## config.mk

```make
export PLATFORM = sky130hd
export DESIGN_NAME = cell_form_ctrl
export DESIGN_NICKNAME = d
export VERILOG_FILES = /design/src/rtl/cell_form_pkg.sv /design/src/rtl/cell_form_cfg.sv /design/src/rtl/cell_form_step.sv /design/src/rtl/cell_form_timer.sv /design/src/rtl/cell_form_ctrl.sv
export SDC_FILE = /design/constraint.sdc
export NUM_CORES = 1
export LEC_CHECK = 0
export ABC_AREA = 1
export BUFFER_PORTS_ARGS = -buffer_cell sky130_fd_sc_hd__buf_2
export CORE_UTILIZATION = 40
export DETAILED_ROUTE_END_ITERATION = 10
export PLACE_DENSITY = 0.62
export SLEW_MARGIN = 20
export SYNTH_ARGS = -nofsm -noshare
export SYNTH_HDL_FRONTEND = slang
export SYNTH_SLANG_ARGS = --single-unit
```

## constraint.sdc

```tcl
create_clock -name clk -period 4.3 [get_ports clk]
set_input_delay 0.43 -clock clk [delete_from_list [all_inputs] [get_ports clk]]
set_output_delay 0.43 -clock clk [all_outputs]
set_load 0.03 [all_outputs]
```

## src/rtl/cell_form_pkg.sv

```systemverilog
`timescale 1ns/1ps
package cell_form_pkg;
  typedef enum logic [2:0] {
    ST_IDLE  = 3'd0,
    ST_PULSE = 3'd1,
    ST_GAP   = 3'd2,
    ST_REQ   = 3'd3,
    ST_WAIT  = 3'd4
  } form_state_t;
endpackage

```

## src/rtl/cell_form_cfg.sv

```systemverilog
`timescale 1ns/1ps
module cell_form_cfg #(
  parameter int RES_W  = 24,
  parameter int CODE_W = 8,
  parameter int WID_W  = 16,
  parameter int IDX_W  = 5
) (
  input  logic              clk,
  input  logic              rst_n,
  input  logic              load,
  input  logic [RES_W-1:0]  thresh_in,
  input  logic [CODE_W-1:0] vlast_in,
  input  logic [WID_W-1:0]  base_in,
  input  logic [IDX_W-1:0]  idx_in,
  output logic [RES_W-1:0]  thresh_q,
  output logic [CODE_W-1:0] vlast_q,
  output logic [WID_W-1:0]  base_q,
  output logic [IDX_W-1:0]  idx_q
);
  always_ff @(posedge clk or negedge rst_n) begin
    if (!rst_n) begin
      thresh_q <= '0;
      vlast_q  <= '0;
      base_q   <= WID_W'(1);
      idx_q    <= '0;
    end else if (load) begin
      thresh_q <= thresh_in;
      vlast_q  <= vlast_in;
      base_q   <= base_in;
      idx_q    <= idx_in;
    end
  end
endmodule

```

## src/rtl/cell_form_step.sv

```systemverilog
`timescale 1ns/1ps
module cell_form_step #(
  parameter int CODE_W   = 8,
  parameter int WID_W    = 16,
  parameter int CAP_MULT = 10,
  parameter int V_STEP   = 1,
  localparam int CAP_W   = WID_W + $clog2(CAP_MULT + 1)
) (
  input  logic              clk,
  input  logic              rst_n,
  input  logic              active,
  input  logic              load,
  input  logic              advance,
  input  logic [CODE_W-1:0] vfirst_in,
  input  logic [CODE_W-1:0] vlast_in,
  input  logic [WID_W-1:0]  base_in,
  input  logic [CODE_W-1:0] vlast_q,
  input  logic [WID_W-1:0]  base_q,
  output logic [CODE_W-1:0] volt,
  output logic [CAP_W-1:0]  next_width,
  output logic              last
);
  logic [CAP_W-1:0]  width;
  logic [CAP_W-1:0]  base_ext;
  logic [CAP_W-1:0]  cap;
  logic [CAP_W:0]    dbl;
  logic [CODE_W:0]   vsum;
  logic [CODE_W-1:0] vnext;
  logic              at_cap;

  assign base_ext = CAP_W'(base_q);
  assign cap      = base_ext * CAP_W'(CAP_MULT);
  assign at_cap   = (width == cap);
  assign dbl      = {width, 1'b0};
  assign vsum     = {1'b0, volt} + (CODE_W+1)'(V_STEP);
  assign vnext    = (vsum > {1'b0, vlast_q}) ? vlast_q : vsum[CODE_W-1:0];
  assign last     = at_cap && (volt >= vlast_q);

  always_comb begin
    if (at_cap)
      next_width = base_ext;
    else if (dbl > {1'b0, cap})
      next_width = cap;
    else
      next_width = dbl[CAP_W-1:0];
  end

  always_ff @(posedge clk or negedge rst_n) begin
    if (!rst_n) begin
      volt  <= '0;
      width <= CAP_W'(1);
    end else if (load) begin
      volt  <= (vfirst_in > vlast_in) ? vlast_in : vfirst_in;
      width <= CAP_W'(base_in);
    end else if (advance) begin
      width <= next_width;
      if (at_cap) volt <= vnext;
    end
  end

  assert_code_cap_R4: assert property (@(posedge clk) disable iff (!rst_n)
    (active && !load) |-> (volt <= vlast_q));
  assert_width_cap_R3: assert property (@(posedge clk) disable iff (!rst_n)
    (active && !load) |-> (width <= cap && width >= base_ext));
endmodule

```

## src/rtl/cell_form_timer.sv

```systemverilog
`timescale 1ns/1ps
module cell_form_timer #(
  parameter int CNT_W = 20
) (
  input  logic             clk,
  input  logic             rst_n,
  input  logic             load,
  input  logic [CNT_W-1:0] len,
  input  logic             run,
  output logic             done
);
  logic [CNT_W-1:0] cnt;

  always_ff @(posedge clk or negedge rst_n) begin
    if (!rst_n)
      cnt <= '0;
    else if (load)
      cnt <= len - CNT_W'(1);
    else if (run && cnt != '0)
      cnt <= cnt - CNT_W'(1);
  end

  assign done = (cnt == '0);

  assert_count_down_R5: assert property (@(posedge clk) disable iff (!rst_n)
    (run && !load && cnt != '0) |=> (cnt == $past(cnt) - CNT_W'(1)));
endmodule

```

## src/rtl/cell_form_ctrl.sv

```systemverilog
`timescale 1ns/1ps
module cell_form_ctrl
  import cell_form_pkg::*;
#(
  parameter int RES_W    = 24,
  parameter int CODE_W   = 8,
  parameter int WID_W    = 16,
  parameter int IDX_W    = 5,
  parameter int CAP_MULT = 10,
  parameter int V_STEP   = 1
) (
  input  logic              clk,
  input  logic              rst_n,
  input  logic              start,
  input  logic [IDX_W-1:0]  cell_idx,
  input  logic [RES_W-1:0]  cfg_thresh,
  input  logic [CODE_W-1:0] cfg_v_first,
  input  logic [CODE_W-1:0] cfg_v_last,
  input  logic [WID_W-1:0]  cfg_base_width,
  output logic [CODE_W-1:0] pulse_code,
  output logic              pulse_en,
  output logic [IDX_W-1:0]  cell_sel,
  output logic              rd_valid,
  input  logic              rd_ready,
  input  logic              res_valid,
  output logic              res_ready,
  input  logic [RES_W-1:0]  res_data,
  output logic              busy,
  output logic              form_pass,
  output logic              form_fail
);
  localparam int CAP_W = WID_W + $clog2(CAP_MULT + 1);

  form_state_t       state;
  logic              start_acc;
  logic              res_take;
  logic              below;
  logic              advance;
  logic              last;
  logic              tmr_done;
  logic              tmr_load;
  logic [CAP_W-1:0]  tmr_len;
  logic [CAP_W-1:0]  next_width;
  logic [WID_W-1:0]  base_eff;
  logic [RES_W-1:0]  thresh_q;
  logic [CODE_W-1:0] vlast_q;
  logic [WID_W-1:0]  base_q;

  assign base_eff  = (cfg_base_width == '0) ? WID_W'(1) : cfg_base_width;
  assign start_acc = (state == ST_IDLE) && start;
  assign res_take  = (state == ST_WAIT) && res_valid;
  assign below     = (res_data < thresh_q);
  assign advance   = res_take && !below && !last;
  assign tmr_load  = start_acc || advance;
  assign tmr_len   = start_acc ? CAP_W'(base_eff) : next_width;

  cell_form_cfg #(.RES_W(RES_W), .CODE_W(CODE_W), .WID_W(WID_W), .IDX_W(IDX_W)) u_cfg (
    .clk(clk), .rst_n(rst_n), .load(start_acc),
    .thresh_in(cfg_thresh), .vlast_in(cfg_v_last), .base_in(base_eff), .idx_in(cell_idx),
    .thresh_q(thresh_q), .vlast_q(vlast_q), .base_q(base_q), .idx_q(cell_sel)
  );

  cell_form_step #(.CODE_W(CODE_W), .WID_W(WID_W), .CAP_MULT(CAP_MULT), .V_STEP(V_STEP)) u_step (
    .clk(clk), .rst_n(rst_n), .active(busy), .load(start_acc), .advance(advance),
    .vfirst_in(cfg_v_first), .vlast_in(cfg_v_last), .base_in(base_eff),
    .vlast_q(vlast_q), .base_q(base_q),
    .volt(pulse_code), .next_width(next_width), .last(last)
  );

  cell_form_timer #(.CNT_W(CAP_W)) u_tmr (
    .clk(clk), .rst_n(rst_n), .load(tmr_load), .len(tmr_len),
    .run(state == ST_PULSE), .done(tmr_done)
  );

  always_ff @(posedge clk or negedge rst_n) begin
    if (!rst_n) begin
      state     <= ST_IDLE;
      form_pass <= 1'b0;
      form_fail <= 1'b0;
    end else begin
      case (state)
        ST_IDLE: if (start) begin
          state     <= ST_PULSE;
          form_pass <= 1'b0;
          form_fail <= 1'b0;
        end
        ST_PULSE: if (tmr_done) state <= ST_GAP;
        ST_GAP:   state <= ST_REQ;
        ST_REQ:   if (rd_ready) state <= ST_WAIT;
        ST_WAIT:  if (res_valid) begin
          if (below) begin
            form_pass <= 1'b1;
            state     <= ST_IDLE;
          end else if (last) begin
            form_fail <= 1'b1;
            state     <= ST_IDLE;
          end else begin
            state <= ST_PULSE;
          end
        end
        default: state <= ST_IDLE;
      endcase
    end
  end

  assign pulse_en  = (state == ST_PULSE);
  assign rd_valid  = (state == ST_REQ);
  assign res_ready = (state == ST_WAIT);
  assign busy      = (state != ST_IDLE);

  assert_reset_quiet_R1: assert property (@(posedge clk)
    $rose(rst_n) |-> (!busy && !pulse_en && !rd_valid && !form_pass && !form_fail));
  assert_busy_after_start_R2: assert property (@(posedge clk) disable iff (!rst_n)
    (!busy && start) |=> busy);
  assert_code_steady_R5: assert property (@(posedge clk) disable iff (!rst_n)
    (pulse_en && $past(pulse_en)) |-> $stable(pulse_code));
  assert_req_gap_R6: assert property (@(posedge clk) disable iff (!rst_n)
    $rose(rd_valid) |-> !$past(pulse_en));
  assert_req_hold_R6: assert property (@(posedge clk) disable iff (!rst_n)
    (rd_valid && !rd_ready) |=> rd_valid);
  assert_res_window_R7: assert property (@(posedge clk) disable iff (!rst_n)
    !(res_ready && pulse_en));
  assert_pulse_after_res_R7: assert property (@(posedge clk) disable iff (!rst_n)
    $rose(pulse_en) |-> ($past(res_ready && res_valid) || $past(!busy)));
  assert_one_verdict_R10: assert property (@(posedge clk) disable iff (!rst_n)
    !(form_pass && form_fail));
  assert_verdict_idle_R10: assert property (@(posedge clk) disable iff (!rst_n)
    (form_pass || form_fail) |-> !busy);
endmodule

```

# After elaboration in Yosys (flattened, before gate mapping)
# Cells that the tools add are included.
[totals] ff_bits=106 word_cells=81
[op_classes] n_addsub=3 mul=1 n_lt_le_gt_ge=5 n_eq_ne=12 mux=28 reduce_logical=22
[op_table] operator="$mux W20" count=7
[op_table] operator="$mux W8" count=5
[op_table] operator="$sub A20 B1 Y20 const B" count=2
[op_table] operator="$lt A24 B24 Y1" count=1
[op_table] operator="$gt A21 B20 Y1" count=1
[op_table] operator="$eq A20 B20 Y1" count=1
[op_table] operator="$logic_not A20 Y1" count=1
[op_table] operator="$reduce_bool A20 Y1" count=1
[op_table] operator="$mul A16 B3 Y19 const B" count=1
[op_table] operator="$logic_not A16 Y1" count=1
[op_table] operator="$mux W16" count=1
[op_table] operator="$pmux W3 S5" count=1
[op_table] operator="$mux W3" count=4
[op_table] operator="$add A8 B1 Y9 const B" count=1
[op_table] operator="$gt A9 B8 Y1" count=1
[op_table] operator="$ge A8 B8 Y1" count=1
[op_table] operator="$gt A8 B8 Y1" count=1
[op_table] operator="$mux W1" count=8
[op_table] operator="$ne A2 B2 Y1 const B" count=4
[op_table] operator="$reduce_and A4 Y1" count=2
[op_table] operator="$reduce_bool A2 Y1" count=4
[op_table] operator="$eq A3 B2 Y1 const B" count=2
[op_table] operator="$logic_and A1 B1 Y1" count=6
[op_table] operator="$ne A2 B1 Y1 const B" count=3
[op_table] operator="9 further kinds" count=11

# Depth between registers and ports, before layout
[logic_depth] ltp_word=7 mapped_depth=39

# Cells and area by module
# From an unflattened synthesis, not the netlist that was laid out.
[unflattened] hier_cells=1431 area_unflattened_um2=9740.6
[modules_own_cells] module="cell_form_step" n_inst=1 cells_each=673 area_per_inst_um2=4508.1 seq_area_each_um2=701.9
[modules_own_cells] module="cell_form_cfg" n_inst=1 cells_each=224 area_per_inst_um2=2038.2 seq_area_each_um2=1327.5
[modules_own_cells] module="cell_form_timer" n_inst=1 cells_each=299 area_per_inst_um2=1836.8 seq_area_each_um2=500.5
[modules_own_cells] module="cell_form_ctrl" n_inst=1 cells_each=235 area_per_inst_um2=1357.6 seq_area_each_um2=125.1

# Worst setup path before layout
# Ideal clock, no wire load.
[synth_path] path_kind="reg-to-reg" from="reg u_cfg.base_q[1]" to="reg u_tmr.cnt[12]" setup_time_ns=0.117 arrival_ns=4.234 setup_slack_ns=-0.050 stages_incl_launch_ff=36 n_path_buf=1 synth_period_minus_slack_ns=4.350 path_cell_list="dfrtp_1 -> ha_1 -> ha_1 -> fa_1 -> nand2_1 -> nand3_2 -> nand3_1 -> nand2_1 -> nand3_1 -> nand2_1 -> nand2_1 -> nand2_1 -> ha_1 -> a21o_1 -> a211oi_1 -> nand2_1 -> inv_2 -> nand3_2 -> nand2_2 -> buf_6 -> nand2_1 -> nand3_1 -> nand2_1 -> nand2_1 -> nand2_1 -> inv_1 -> ha_1 -> inv_1 -> nor2_1 -> nand3_2 -> nor2_4 -> nand2_1 -> nand2_1 -> nand2_1 -> nand2_1 -> nand2_1"
[synth_via] elab_chain_cells=7
[synth_lines] element="start: declaration" line_no="cell_form_cfg.sv:17" source="output logic [WID_W-1:0] base_q,"
[synth_lines] element="start signal: assignment" line_no="cell_form_cfg.sv:29" source="base_q <= base_in;"
[synth_lines] element="$mul A16 B3 Y19" line_no="cell_form_step.sv:32" source="assign cap = base_ext * CAP_W'(CAP_MULT);"
[synth_lines] element="$gt A21 B20 Y1 or $eq A20 B20 Y1 (tied branches)" line_no="cell_form_step.sv:42, cell_form_step.sv:33"
[synth_lines] element="$mux W20 or $logic_and A1 B1 Y1 (tied branches)" line_no="cell_form_step.sv:42, cell_form_step.sv:37"
[synth_lines] element="$mux W20 or $logic_not A1 Y1 (tied branches)" line_no="cell_form_step.sv:40, cell_form_ctrl.sv:53"
[synth_lines] element="$mux W20 or $logic_and A1 B1 Y1 (tied branches)" line_no="cell_form_ctrl.sv:55, cell_form_ctrl.sv:53"
[synth_lines] element="$sub A20 B1 Y20 or $logic_or A1 B1 Y1 (tied branches)" line_no="cell_form_timer.sv:18, cell_form_ctrl.sv:54"
[synth_lines] element="$mux W20 or $reduce_bool A2 Y1 (tied branches)"
[synth_lines] element="end signal: assignment" line_no="cell_form_timer.sv:18" source="cnt <= len - CNT_W'(1);"
[synth_lines] element="end signal: assignment" line_no="cell_form_timer.sv:20" source="cnt <= cnt - CNT_W'(1);"
[synth_lines] element="end: declaration" line_no="cell_form_timer.sv:12" source="logic [CNT_W-1:0] cnt;"
# Parallel ways exist; a longest one is shown, timed or not.
# A chain may end at the register's enable or synchronous reset.

# Final worst setup path
[layout_path] from="reg u_cfg.base_q[3]" to="reg u_tmr.cnt[12]"
# Same word-level chain as after synthesis.

==> flow_metrics.tcl <==
set metrics [dict create \
    crit_top_cell "nand2_1" \
    antenna_left 0 \
    nets 1614 \
    grt_max_degree 69 \
    rrSetupSlack_ns -0.02 \
    setup_viol 6 \
    hold_viol 0 \
    worstHoldPathType "in2async" \
    rr_startpoint "u_cfg.base_q[3]" \
    setup.worst_path.end "u_tmr.cnt[12]" \
    synthTopCellsByArea "dfrtp_1 30%, nand2_1 18%, ha_1 13%, inv_1 6.4%, o21ai_0 5.7%" \
    synth_cells 1253 \
    clkSinkCount 106 \
    worstSetupPathType "reg2reg" \
    placed_cells 1680 \
    hpwl_microns 19600 \
    cpPeakStageDelay_ns 0.46 \
    drt-wirelength-per-cell_microns 14.6 \
    io-pin-count 109 \
    rsz0062_at_grt "yes" \
    fp.dieH_microns 150 \
    stdcell_count 1711 \
    synthesis.nets 1438 \
    grt_pass1_wl_microns 41200 \
    r2r_cells 30 \
    clockBufferDepth 2 \
    maxSlewViolCount 0 \
    violations "setup timing" \
    period_share_pct 101 \
    row_count 53 \
    numCtsBuffers 9 \
    crit_path_start_kind "flip-flop" \
    dieWidth_microns 150 \
    gp_congestion 0.966 \
    synth_top_area_share_pct 29.8 \
    path_max_fanout 5 \
    synth-warning-count 0 \
    min_period_ns 4.32 \
    cts.root.buffer_cell "clkbuf_16" \
    drive_gt1_share_pct 25.1 \
    fin_skew_ns 0.0106 \
    slew_headroom_pct 50.0 \
    syn_area_sq_um 8720 \
    drt_wl_total_microns 25000 \
    cap_violations 0 \
    seq_area_frac_synth_pct 30.4 \
    drc 0 \
    reg2reg_to "u_tmr.cnt[12]" \
    outcome "finished, violations left" \
    startpoint "u_cfg.base_q[3]" \
    drtIter0Drc 395 \
    io_buffer_count 108 \
    grt_overflow_total 0 \
    vias 8716 \
    cp.required_ns 4.56 \
    yosysTopAreaCell "dfrtp_1" \
    floorplan.initialDensity_pct 41.1 \
    htree_num_levels 3 \
    syn_avg_cell_area_sq_um 6.96 \
    end_kind "flip-flop" \
    clk_pin_slew_ns 0.08 \
    slowest_stage "dfrtp_2" \
    clkLatencyLatePin_ns 0.36 \
    grt_pass1_vias 8609 \
    area_delta_synth_final_pct 26.1 \
    gr-usage-all-layers_pct 23.5 \
    max_freq_mhz 231 \
    core_area_sq_um 21200 \
    cts_tree "yes" \
    cp_data_arrival_time_ns 4.58 \
    yosysUniqueCellTypes 50 \
    fin_ws_ns -0.0223 \
    tightestPinTransition_ns 0.749 \
    viasPerCell 5.09 \
    die_area_sq_um 22400 \
    synth.ff_latch_count 106 \
    antenna_found_initial 3 \
    dr.pass1.iters 5 \
]
[worst max-delay path: cells and delay by family, from the launching register on]
kind	cells	cell delay [ns]
adders and majority gates	5	1.21
buffers and inverters	4	0.39
DFF	1	0.46
and+or+nand+nor	21	2.15
[cells in the mapped netlist, drive strengths merged]
| library cell | number |
|---|---|
| o31ai | 2 |
| nand2 | 428 |
| clkinv | 1 |
| nor3 | 5 |
| a21oi | 50 |
| o21a | 3 |
| buf | 13 |
| nand4 | 21 |
| a31oi | 4 |
| a21o | 1 |
| clkbuf | 16 |
| o221ai | 2 |
| o21bai | 2 |
| o22ai | 1 |
| a211oi | 2 |
| fa | 1 |
| or4 | 1 |
| nor2 | 94 |
| dfrtp | 104 |
| o2111ai | 1 |
| nand3 | 96 |
| xor2 | 13 |
| xnor2 | 3 |
| o21ai | 104 |
| and2 | 1 |
| nor3b | 1 |
| o211ai | 9 |
| ha | 94 |
| dfstp | 2 |
| inv | 157 |
| nor4 | 11 |
| nand3b | 9 |
| a41o | 1 |
[worst min path at each step]
| stage | end | cells past startpoint | from | slack, ns |
|---|---|---|---|---|
| finish | u_cfg.base_q[14] | 1 | rst_n | 0.04 |
| global route | u_cfg.base_q[14] | 1 | rst_n | 0.07 |
| CTS | u_cfg.base_q[13] | 1 | rst_n | 0.06 |
| detailed placement | u_cfg.base_q[13] | 1 | rst_n | 0.44 |
| global placement | u_cfg.base_q[14] | 1 | rst_n | 0.45 |
| floorplan | form_fail | 0 | rst_n | 0.13 |
[registers in the layout, summed over array words and instances, names as in the netlist]
register        flops
u_step.width       20
u_tmr.cnt          20
form_pass           1
u_cfg.base_q       16
u_cfg.thresh_q     24
u_cfg.idx_q         5
u_step.volt         8
form_fail           1
u_cfg.vlast_q       8
state               3
[cell type report]
type,instances,area [sq um]
clock inverter,6,56.3
fill,2058,10200
antenna,2,5.00
multi-input combinational,960,5860
sequential,106,2660
timing repair buffer,194,1250
tap,275,344
inverter,158,596
clock buffer,10,229
[per-stage QoR]
stage	area [sq um]	hold WS [ns]	setup TNS (ns)	utilization (%)	setup slack, ns
after detailed placement	10000	0.441	-1.23	47.3	-0.149
after global routing	11000	0.0663	-3.70	51.8	-0.295
after floorplan	8720	0.134	0	-	0.0563
after global placement	10000	0.446	-0.226	47.3	-0.0531
final	11000	0.0361	-0.0784	51.8	-0.0223
after CTS	10500	0.0554	-0.00460	49.6	-0.00460
[cells by family (layout without fill, tap and decap cells)]
group           after synthesis  count (layout)  synth area share (%)
simple gates                667             667                  34.1
buf+inv                     187             368                  8.48
compound gates              182             182                  11.6
flops                       106             106                  30.4
fa+ha+maj                    95              95                  13.7
xor+xnor                     16              16                  1.61
other cells                   0               2                     0
[timing repair]
action                                  in CTS  in global routing
hold buffers                                 0                  0
setup buffers                                4                  8
resized for setup                           24                 82
endpoints found under the setup margin      15                 18
pin swaps                                    8                 31
gates cloned                                 0                  1
[placed cells by master (no fill, tap or decap), types with 15 or more instances in the layout]
cell type | Yosys | routed
nand2_2 | 15 | 42
buf_4 | 1 | 80
dfrtp_1 | 104 | 100
nor2_2 | 12 | 15
ha_4 | 0 | 23
ha_1 | 94 | 70
nor2_1 | 75 | 63
nand3_1 | 84 | 78
o21ai_0 | 99 | 97
nor2_4 | 7 | 16
a21oi_1 | 46 | 44
inv_1 | 148 | 145
buf_2 | 7 | 107
nand2_1 | 412 | 381
nand4_1 | 19 | 19
[routing by layer]
metal	global-route usage (%)	up-vias	wire length, microns
li1	-	4455	-
met1	29.2	4006	11200
met2	39.1	197	11600
met3	4.51	56	1180
met4	10.8	2	960
met5	0	-	13
Power is not shown: default switching activity piles up to over one toggle a cycle in this logic, so the estimate is an artifact.
